===== src/rtl/tcc_pkg.sv =====
package tcc_pkg;
    localparam int TW    = 2;
    localparam int NCELL = 3;
    localparam int CW    = $clog2(NCELL + 1);

    typedef logic [TW-1:0] tern_t;

    localparam tern_t T_ZERO = 2'b00;
    localparam tern_t T_ONE  = 2'b01;
    localparam tern_t T_X    = 2'b10;

    typedef struct packed {
        logic eq;
        logic inv;
        logic xr;
        logic xn;
    } rel_t;

    localparam rel_t REL_ALL = '{eq: 1'b1, inv: 1'b1, xr: 1'b1, xn: 1'b1};

    typedef struct packed {
        logic stb;
        logic opp_xor;
        logic opp_xnor;
    } part_t;

    function automatic logic t_free(tern_t t);
        return t[1];
    endfunction

    function automatic logic t_bit(tern_t t);
        return t[0];
    endfunction

    function automatic tern_t t_make(logic v);
        return {1'b0, v};
    endfunction
endpackage


===== src/rtl/tcc_rel_eval.sv =====
module tcc_rel_eval
    import tcc_pkg::*;
(
    input  tern_t a,
    input  tern_t b,
    input  tern_t c,
    output rel_t  ok
);
    logic pair_free;
    logic trio_free;

    always_comb begin
        pair_free = t_free(a) | t_free(b);
        trio_free = pair_free | t_free(c);
        ok.eq  = pair_free | (t_bit(a) == t_bit(b));
        ok.inv = pair_free | (t_bit(a) != t_bit(b));
        ok.xr  = trio_free | ((t_bit(a) ^ t_bit(b)) == t_bit(c));
        ok.xn  = trio_free | ((t_bit(a) ^ ~t_bit(b)) == t_bit(c));
    end
endmodule


===== src/rtl/tcc_merge.sv =====
module tcc_merge
    import tcc_pkg::*;
(
    input  logic  clk,
    input  logic  rst,
    input  logic  valid,
    input  logic  pol_b,
    input  tern_t cells [NCELL],
    output logic  rep_vld,
    output tern_t rep,
    output part_t part
);
    logic [NCELL-1:0] spec;
    logic [CW-1:0]    spec_cnt;
    logic             spec_val;
    tern_t            rep_nxt;
    part_t            part_nxt;

    for (genvar i = 0; i < NCELL; i++) begin : g_spec
        assign spec[i] = ~t_free(cells[i]);
    end

    always_comb begin
        spec_cnt = '0;
        spec_val = 1'b0;
        for (int i = 0; i < NCELL; i++) begin
            spec_cnt = spec_cnt + CW'(spec[i]);
            spec_val = spec_val | (spec[i] & t_bit(cells[i]));
        end
        if (spec[0])
            rep_nxt = t_make(t_bit(cells[0]));
        else if (spec[1])
            rep_nxt = t_make(t_bit(cells[1]) ^ pol_b);
        else
            rep_nxt = T_X;
        part_nxt = '0;
        if (spec_cnt == CW'(1)) begin
            part_nxt.stb      = 1'b1;
            part_nxt.opp_xor  = spec_val;
            part_nxt.opp_xnor = ~spec_val;
        end
    end

    always_ff @(posedge clk) begin
        if (rst) begin
            rep_vld <= 1'b0;
            rep     <= T_X;
            part    <= '0;
        end else begin
            rep_vld <= valid;
            if (valid) begin
                rep  <= rep_nxt;
                part <= part_nxt;
            end else begin
                part <= '0;
            end
        end
    end
endmodule


===== src/rtl/tcc_flags.sv =====
module tcc_flags
    import tcc_pkg::*;
(
    input  logic clk,
    input  logic rst,
    input  logic start,
    input  logic valid,
    input  logic last,
    input  rel_t ok,
    output rel_t flags,
    output logic done
);
    rel_t base;

    always_comb base = start ? REL_ALL : flags;

    always_ff @(posedge clk) begin
        if (rst) begin
            flags <= REL_ALL;
            done  <= 1'b0;
        end else begin
            flags <= valid ? (base & ok) : base;
            done  <= valid & last;
        end
    end
endmodule


===== src/rtl/tern_compat_check.sv =====
module tern_compat_check
    import tcc_pkg::*;
(
    input  logic       clk,
    input  logic       rst,
    input  logic       start,
    input  logic       in_valid,
    input  logic       in_last,
    input  logic [1:0] in_a,
    input  logic [1:0] in_b,
    input  logic [1:0] in_c,
    input  logic       pol_b,
    output logic       done,
    output logic       eq_ok,
    output logic       inv_ok,
    output logic       xor_ok,
    output logic       xnor_ok,
    output logic       rep_valid,
    output logic [1:0] rep_val,
    output logic       part_stb,
    output logic       part_opp_xor,
    output logic       part_opp_xnor
);
    tern_t cells [NCELL];
    rel_t  ok;
    rel_t  flags;
    tern_t rep;
    part_t part;

    assign cells[0] = in_a;
    assign cells[1] = in_b;
    assign cells[2] = in_c;

    tcc_rel_eval u_rel (
        .a  (cells[0]),
        .b  (cells[1]),
        .c  (cells[2]),
        .ok (ok)
    );

    tcc_flags u_flags (
        .clk   (clk),
        .rst   (rst),
        .start (start),
        .valid (in_valid),
        .last  (in_last),
        .ok    (ok),
        .flags (flags),
        .done  (done)
    );

    tcc_merge u_merge (
        .clk     (clk),
        .rst     (rst),
        .valid   (in_valid),
        .pol_b   (pol_b),
        .cells   (cells),
        .rep_vld (rep_valid),
        .rep     (rep),
        .part    (part)
    );

    assign eq_ok         = flags.eq;
    assign inv_ok        = flags.inv;
    assign xor_ok        = flags.xr;
    assign xnor_ok       = flags.xn;
    assign rep_val       = rep;
    assign part_stb      = part.stb;
    assign part_opp_xor  = part.opp_xor;
    assign part_opp_xnor = part.opp_xnor;
endmodule


===== config.mk =====
export PLATFORM = sky130hd
export DESIGN_NAME = tern_compat_check
export DESIGN_NICKNAME = d
export VERILOG_FILES = /design/src/rtl/tcc_pkg.sv /design/src/rtl/tcc_rel_eval.sv /design/src/rtl/tcc_merge.sv /design/src/rtl/tcc_flags.sv /design/src/rtl/tern_compat_check.sv
export SDC_FILE = /design/constraint.sdc
export NUM_CORES = 1
export LEC_CHECK = 0
export BUFFER_PORTS_ARGS = -buffer_cell sky130_fd_sc_hd__buf_2
export CAP_MARGIN = 20
export CORE_MARGIN = 4
export CORE_UTILIZATION = 25
export CTS_BUF_LIST = sky130_fd_sc_hd__clkbuf_8
export DETAILED_ROUTE_END_ITERATION = 10
export GPL_ROUTABILITY_DRIVEN = 1
export PLACE_DENSITY = 0.56
export SLEW_MARGIN = 30
export SYNTH_ARGS = -nofsm -noshare
export SYNTH_HDL_FRONTEND = slang
export SYNTH_HIERARCHICAL = 1
export SYNTH_SLANG_ARGS = --single-unit

===== constraint.sdc =====
create_clock -name clk -period 2.2 [get_ports clk]
set_input_delay 0.11 -clock clk [delete_from_list [all_inputs] [get_ports clk]]
set_output_delay 0.11 -clock clk [all_outputs]
set_load 0.02 [all_outputs]

==> summary.txt, run 1 <==
Status
  – Status: complete, no violations

Finish
  – Area Growth Syn to Fin: 38.40%
  – Ant diodes: 0
  – Layout cells sized above 1: 40.00%
  – Footprint of the multi-input gates: 250.2 um^2
  – FILL cells: 200
  – Commonest non-fill, non-tap cell in the layout: buf_2
  – Commonest non-fill, non-tap cells in the layout: 22 x buf_2, 11 x dfxtp_1, 7 x nor2b_1
  – Register Area: 220.2 um^2
  – Layout Nets: 89

Timing
  – Worst slew pin tran: 0.4189 ns
  – Unrepaired setup endpoints after global routing: no
  – Clock Skew: 0 ns
  – Period utilization: 39.90%
  – Fin. Hold Viols: 0
  – Setup TNS: 0 ns
  – Max Slew Vio Count: 0
  – Final setup fails: 0
  – Fmax: 1.139 GHz
  – Max-slew headroom: 71.86%
  – Tmin final: 0.8779 ns

Yosys
  – Gate Count Post-Synth: 49
  – XOR/XNOR Fraction of Synth Area: 8.247%
  – Synthesized Nets: 62
  – Register area share after synthesis: 45.36%
  – Yosys reg bits: 11
  – Syn avg cell area: 9.907 um^2
  – Largest family of logic cells by synthesized area: simple AND/OR/NAND/NOR gates
  – Synthesis Warnings: 6
  – Multiplexer share of the synthesized area: 2.062%
  – Post-Syn Area: 485.5 um^2
  – Post-Synth Simple-Gate Area: 26.55%
  – Synth Area in Adders: 4.124%
  – Synth Area in Compound Gates: 10.57%
  – Yosys cell types: 20

Floorplanning
  – Die area: 2711 um^2
  – Chip Width: 52.07 um
  – Num rows: 15
  – # IOs: 23
  – Initial Utilization: 27.23%
  – Core Area: 1783 um^2
  – Die Y: 52.07 um

Clock network
  – Post-cts resize count: 0
  – TritonCTS clock tree: yes
  – Clock root buffer: clkbuf_8
  – TritonCTS Sinks: 11
  – Clk Latency, worst-skew pair: 0.23 ns
  – Total CTS buffers: 3
  – Hold buffers post-CTS: 0
  – Post-CTS Setup Bufs: 0
  – CTS max path bufs: 2
  – Clock-pin slew on the worst setup and hold paths: 0.05 ns
  – Htree depth: 1

GRT
  – Busiest layer in global routing: met2
  – M2 GR Usage: 13.81%
  – Met3 GRT Util: 2.006%
  – Overflow after GRT: 0
  – Largest net degree at the start of global routing: 10
  – Global routing usage on met1: 9.549%
  – GRT Total Usage: 8.542%
  – Global-route wire length before repair: 1.642 mm
  – Initial antenna violation count: 0
  – Vias in the first global route: 412

Detailed routing
  – DR vias/cell: 4.120
  – Final wirelength: 1.054 mm
  – DRT Pass-1 Iters: 4
  – Vias: 412
  – Iteration-0 DRC Markers: 12
  – Number of nets with antenna violations after routing: 0
  – DRC Markers: 0
  – WL per Instance: 10.54 um

Placement
  – Routability cong.: 0.6774
  – Hpwl dp: 849.4 um
  – PortBufs: 22

Worst setup path
  – Critical Path AT: 0.99 ns
  – Crit path kind: in2reg
  – Cell Chain, Critical Path: buf_2 -> xnor3_1 -> nand2b_4 -> nor2b_1 -> o21ai_1
  – CP bufs+invs: 1
  – CP peak stage delay: 0.42 ns
  – CP Launch Type: input pin
  – Crit path capture type: flip-flop
  – Family with the most delay on the worst path: XOR/XNOR gates
  – Critical path data required time: 2.31 ns
  – Worst Path Max Fanout: 4
  – Slowest-stage cell, CP: xnor3_1

Power and ir drop
  – Peak supply drop: 0.2414 mV
  – Total power: 0.4738 mW
  – Pwr dens: 705.2 nW/um^2
  – P_leak: 0.3237 nW

Flow run
  – Max cap viols: 0

Hold path
  – Worst Hold Class: in2reg
[through the flow]
step | util [%] | instances | setup WS (ns) | instance area (um^2) | hold WS (ns)
2_1_floorplan | - | 49 | 1.289 | 485.5 | 0.2168
3_3_place_gp | 35.16 | 96 | 1.109 | 626.9 | 0.3551
3_5_place_dp | 35.16 | 96 | 1.070 | 626.9 | 0.3655
4_1_cts | 37.68 | 100 | 1.317 | 671.9 | 0.1181
5_1_grt | 37.68 | 100 | 1.218 | 671.9 | 0.1375
6_report | 37.68 | 100 | 1.322 | 671.9 | 0.1242
[report_power, final]
| part | switching (mW) | total [mW] | internal, mW |
|---|---|---|---|
| combinational | 0.0389 | 0.0731 | 0.0343 |
| sequential | 0.00250 | 0.210 | 0.208 |
| clock | 0.0687 | 0.191 | 0.122 |
| total | 0.110 | 0.474 | 0.364 |
[cells in the mapped netlist]
master	instances	area share, %
a221oi_2	1	3.1
a311o_2	1	2.3
and2b_2	1	1.8
and3_2	1	1.5
dfxtp_1	11	45
fa_1	1	4.1
inv_1	4	3.1
mux2i_1	1	2.1
nand2_1	2	1.5
nand2b_1	1	1.3
nand2b_4	1	2.8
nand3b_1	1	1.5
nand4_1	1	1.3
nor2_1	6	4.6
nor2b_1	7	9.0
nor3_1	1	1.0
o21ai_0	1	1.0
o21ai_1	4	4.1
xnor3_1	1	4.6
xor2_1	2	3.6
[flip-flops by register name, summed over array words and instances, names as in the netlist]
register / count
u_flags/done: 1
u_merge/part: 3
u_merge/rep_vld: 1
u_flags/flags: 4
u_merge/rep: 2
[routing by layer]
metal | wire length (um) | share of wire [%]
met1 | 483 | 46
met2 | 453 | 43
met3 | 93 | 8.8
met4 | 23 | 2.2
met5 | 0 | 0
[final cells by class]
class                      instances  area share (%)
sequential                        11           32.77
multi-input combinational         34           37.24
clock inverter                     1          0.5587
tap                               25           4.655
inverter                           4           2.235
timing repair buffer              22           16.39
clock buffer                       3           6.145
[cell families (layout without fill, tap and decap cells)]
family,count (synthesis),count (layout)
adder cells (fa/ha/maj),1,1
buffers and inverters,4,30
flip-flops,11,11
multiplexers,1,1
AO/OA/AOI/OAI,7,7
AND/OR/NAND/NOR,22,22
XOR/XNOR,3,3
[worst register-to-register path: cells and delay by family, from the launching register on]
kind             cells  cell delay [ns]
flip-flops           1             0.30
AO/OA/AOI/OAI        1             0.29
AND/OR/NAND/NOR      1             0.12
[path summary, 6_finish.rpt]
check / to / slack [ns] / startpoint / cells past startpoint
hold reg to reg: u_flags/flags[0] / 0.49 / u_flags/flags[0] / 2
setup / recovery: u_flags/flags[1] / 1.32 / in_b[0] / 5
setup reg to reg: u_merge/rep[1] / 1.37 / u_merge/rep[1] / 2
hold / removal: u_merge/rep[1] / 0.12 / rst / 2
No activity file was read; power rests on OpenSTA's default activity.
==> run 2, diff against run 1 <==
--- a/config.mk
+++ b/config.mk
@@ -12,7 +12,7 @@
 export CTS_BUF_LIST = sky130_fd_sc_hd__clkbuf_8
 export DETAILED_ROUTE_END_ITERATION = 10
 export GPL_ROUTABILITY_DRIVEN = 1
-export PLACE_DENSITY = 0.56
+export PLACE_DENSITY = 0.58
 export SLEW_MARGIN = 30
 export SYNTH_ARGS = -nofsm -noshare
 export SYNTH_HDL_FRONTEND = slang
==> constraint.sdc (replaced) <==
create_clock -name clk -period 0.8 [get_ports clk]
set_input_delay 0.04 -clock clk [delete_from_list [all_inputs] [get_ports clk]]
set_output_delay 0.04 -clock clk [all_outputs]
set_load 0.02 [all_outputs]
==> run 2 against run 1 <==
Clock power grew to 2.9 times the previous value. The flow now finishes with violations (negative setup slack). Sequential power increased to 2.8 times the previous value. Sequential cell count is the same. Clock skew stayed put.
==> summary.txt, run 2 (synthesis results as in run 1) <==
Status
  – Status: finished with violations
  – Failing checks: negative setup slack

Clock network
  – Htree depth: 1
  – Total CTS buffers: 3
  – Clk Latency, worst-skew pair: 0.24 ns
  – TritonCTS clock tree: yes
  – Clock-pin slew on the worst setup and hold paths: 0.05 ns
  – CTS max path bufs: 2
  – Clock root buffer: clkbuf_8
  – TritonCTS Sinks: 11

Finish
  – Fin util: 42.04%
  – Commonest non-fill, non-tap cell in the layout: buf_2
  – Max reg flops: 4
  – Area Growth Syn to Fin: 54.38%
  – Commonest non-fill, non-tap cells in the layout: 18 x buf_2, 11 x buf_4, 9 x dfxtp_1
  – FILL cells: 200
  – Regs by FF count: u_flags/flags: 4 flops, u_merge/part: 3 flops, u_merge/rep: 2 flops
  – Ant diodes: 0
  – Largest Register: u_flags/flags
  – Layout cells sized above 1: 49.40%
  – Layout Nets: 97

Timing
  – Unrepaired setup endpoints after global routing: yes
  – Fin. Hold Viols: 0
  – Clock Skew: 0 ns
  – Hold WS: 0.03580 ns
  – Final setup fails: 1
  – Worst slew pin tran: 0.2356 ns
  – Tmin final: 0.8327 ns
  – Fmax: 1.201 GHz
  – Period utilization: 104.1%
  – Final worst slack: -0.03266 ns
  – Max Slew Vio Count: 0
  – Max-slew headroom: 84.29%

Detailed routing
  – Final wirelength: 1.101 mm
  – Vias: 450
  – Number of nets with antenna violations after routing: 0
  – DRT Pass-1 Iters: 3
  – DR vias/cell: 4.167
  – Iteration-0 DRC Markers: 3
  – DRC Markers: 0
  – WL per Instance: 10.19 um

GRT
  – Global-route wire length before repair: 1.814 mm
  – Vias in the first global route: 434
  – Initial antenna violation count: 0
  – Largest net degree at the start of global routing: 10
  – GRT Total Usage: 9.623%
  – Overflow after GRT: 0

Power and ir drop
  – Pwr dens: 1834 nW/um^2
  – Total power: 1.375 mW
  – Peak supply drop: 0.6500 mV
  – P_leak: 0.3671 nW

Worst setup path
  – R2R Setup Slk: -0.03 ns
  – Crit path kind: reg2reg
  – CP Capture Point: u_merge/rep[1]
  – Worst R2R Path Depth: 2
  – Critical Path AT: 0.96 ns
  – CP Launch Type: flip-flop
  – Worst r2r src: u_merge/rep[1]
  – Critical path data required time: 0.92 ns
  – Slowest-stage cell, CP: dfxtp_2
  – Crit path capture type: flip-flop
  – Worst Path Max Fanout: 2
  – Reg2reg end: u_merge/rep[1]
  – CP peak stage delay: 0.31 ns
  – Critical path origin: u_merge/rep[1]
  – Cell Chain, Critical Path: nor2b_1 -> a311o_2

Flow run
  – Max cap viols: 0

Floorplanning
  – Num rows: 15
  – # IOs: 23
  – Initial Utilization: 27.23%
  – Die Y: 52.07 um
  – Core Area: 1783 um^2
  – Die area: 2711 um^2
  – Chip Width: 52.07 um

Hold path
  – Hold_sp: rst
  – Worst Hold Class: in2reg

Placement
  – PortBufs: 22
  – Hpwl dp: 909.1 um
  – Routability cong.: 0.7569
==> run 2: cell types whose count changed in the layout (fill, tap and decap cells not counted) <==
| cell | delta |
|---|---|
| dfxtp_2 | +2 |
| buf_6 | +1 |
| dfxtp_1 | -2 |
| buf_2 | -4 |
| buf_4 | +11 |
| inv_1 | -1 |
| clkinv_2 | +1 |
==> run 2: power by group <==
part / switching (mW) / total [mW] / leakage, nW / internal [mW]
Combinational: 0.110 / 0.233 / 0.252 / 0.123
Clock: 0.220 / 0.563 / 0.0255 / 0.343
Sequential: 0.00706 / 0.578 / 0.0893 / 0.571
Total: 0.337 / 1.37 / 0.367 / 1.04
==> run 2: how the worst min path moves through the flow <==
stage / to / depth (start not counted)
finish: u_merge/rep[1] / 2
global route: u_merge/rep[1] / 2
CTS: u_merge/rep[1] / 2
detailed placement: u_merge/rep[1] / 2
global placement: u_merge/rep[1] / 2
floorplan: u_merge/rep[1] / 1
==> run 2: worst max-delay path, delay by kind of cell (launching register included) <==
family	cells	cell delay, ns
AND/OR/NAND/NOR	1	0.12
AO/OA/AOI/OAI	1	0.29
flip-flops	1	0.31
==> run 2: stage by stage <==
step | setup slack [ns] | std cells | cell area, um^2 | setup TNS, ns
2_1_floorplan | -0.06971 | 49 | 486.7 | -0.1918
3_3_place_gp | -0.1916 | 104 | 688.2 | -0.9967
3_5_place_dp | -0.2056 | 104 | 688.2 | -1.041
4_1_cts | -0.03498 | 108 | 737.0 | -0.03498
5_1_grt | -0.04122 | 108 | 749.5 | -0.04122
6_report | -0.03266 | 108 | 749.5 | -0.03266
==> run 2: final cells by class <==
type	instances	area, um^2	area share, %
Inverter	4	15.01	2.003
Clock buffer	3	41.29	5.509
Timing Repair Buffer	30	183.9	24.54
Tap cell	25	31.28	4.174
Clock inverter	1	5.005	0.6678
Multi-Input combinational cell	34	250.2	33.39
Sequential cell	11	222.7	29.72
==> run 2: routing by layer <==
| metal | up-vias | wire length (um) | GRT usage, % |
|---|---|---|---|
| met5 | - | 0 | 0 |
| li1 | 229 | - | - |
| met3 | 5 | 88 | 2.865 |
| met4 | 0 | 48 | 9.170 |
| met2 | 18 | 461 | 14.23 |
| met1 | 198 | 503 | 10.78 |
==> run 2: repair_timing <==
item	CTS	global route
buffers inserted	0	0
hold buffers	0	0
setup endpoints to repair	2	5
resized for setup	1	5
pin swaps	0	1
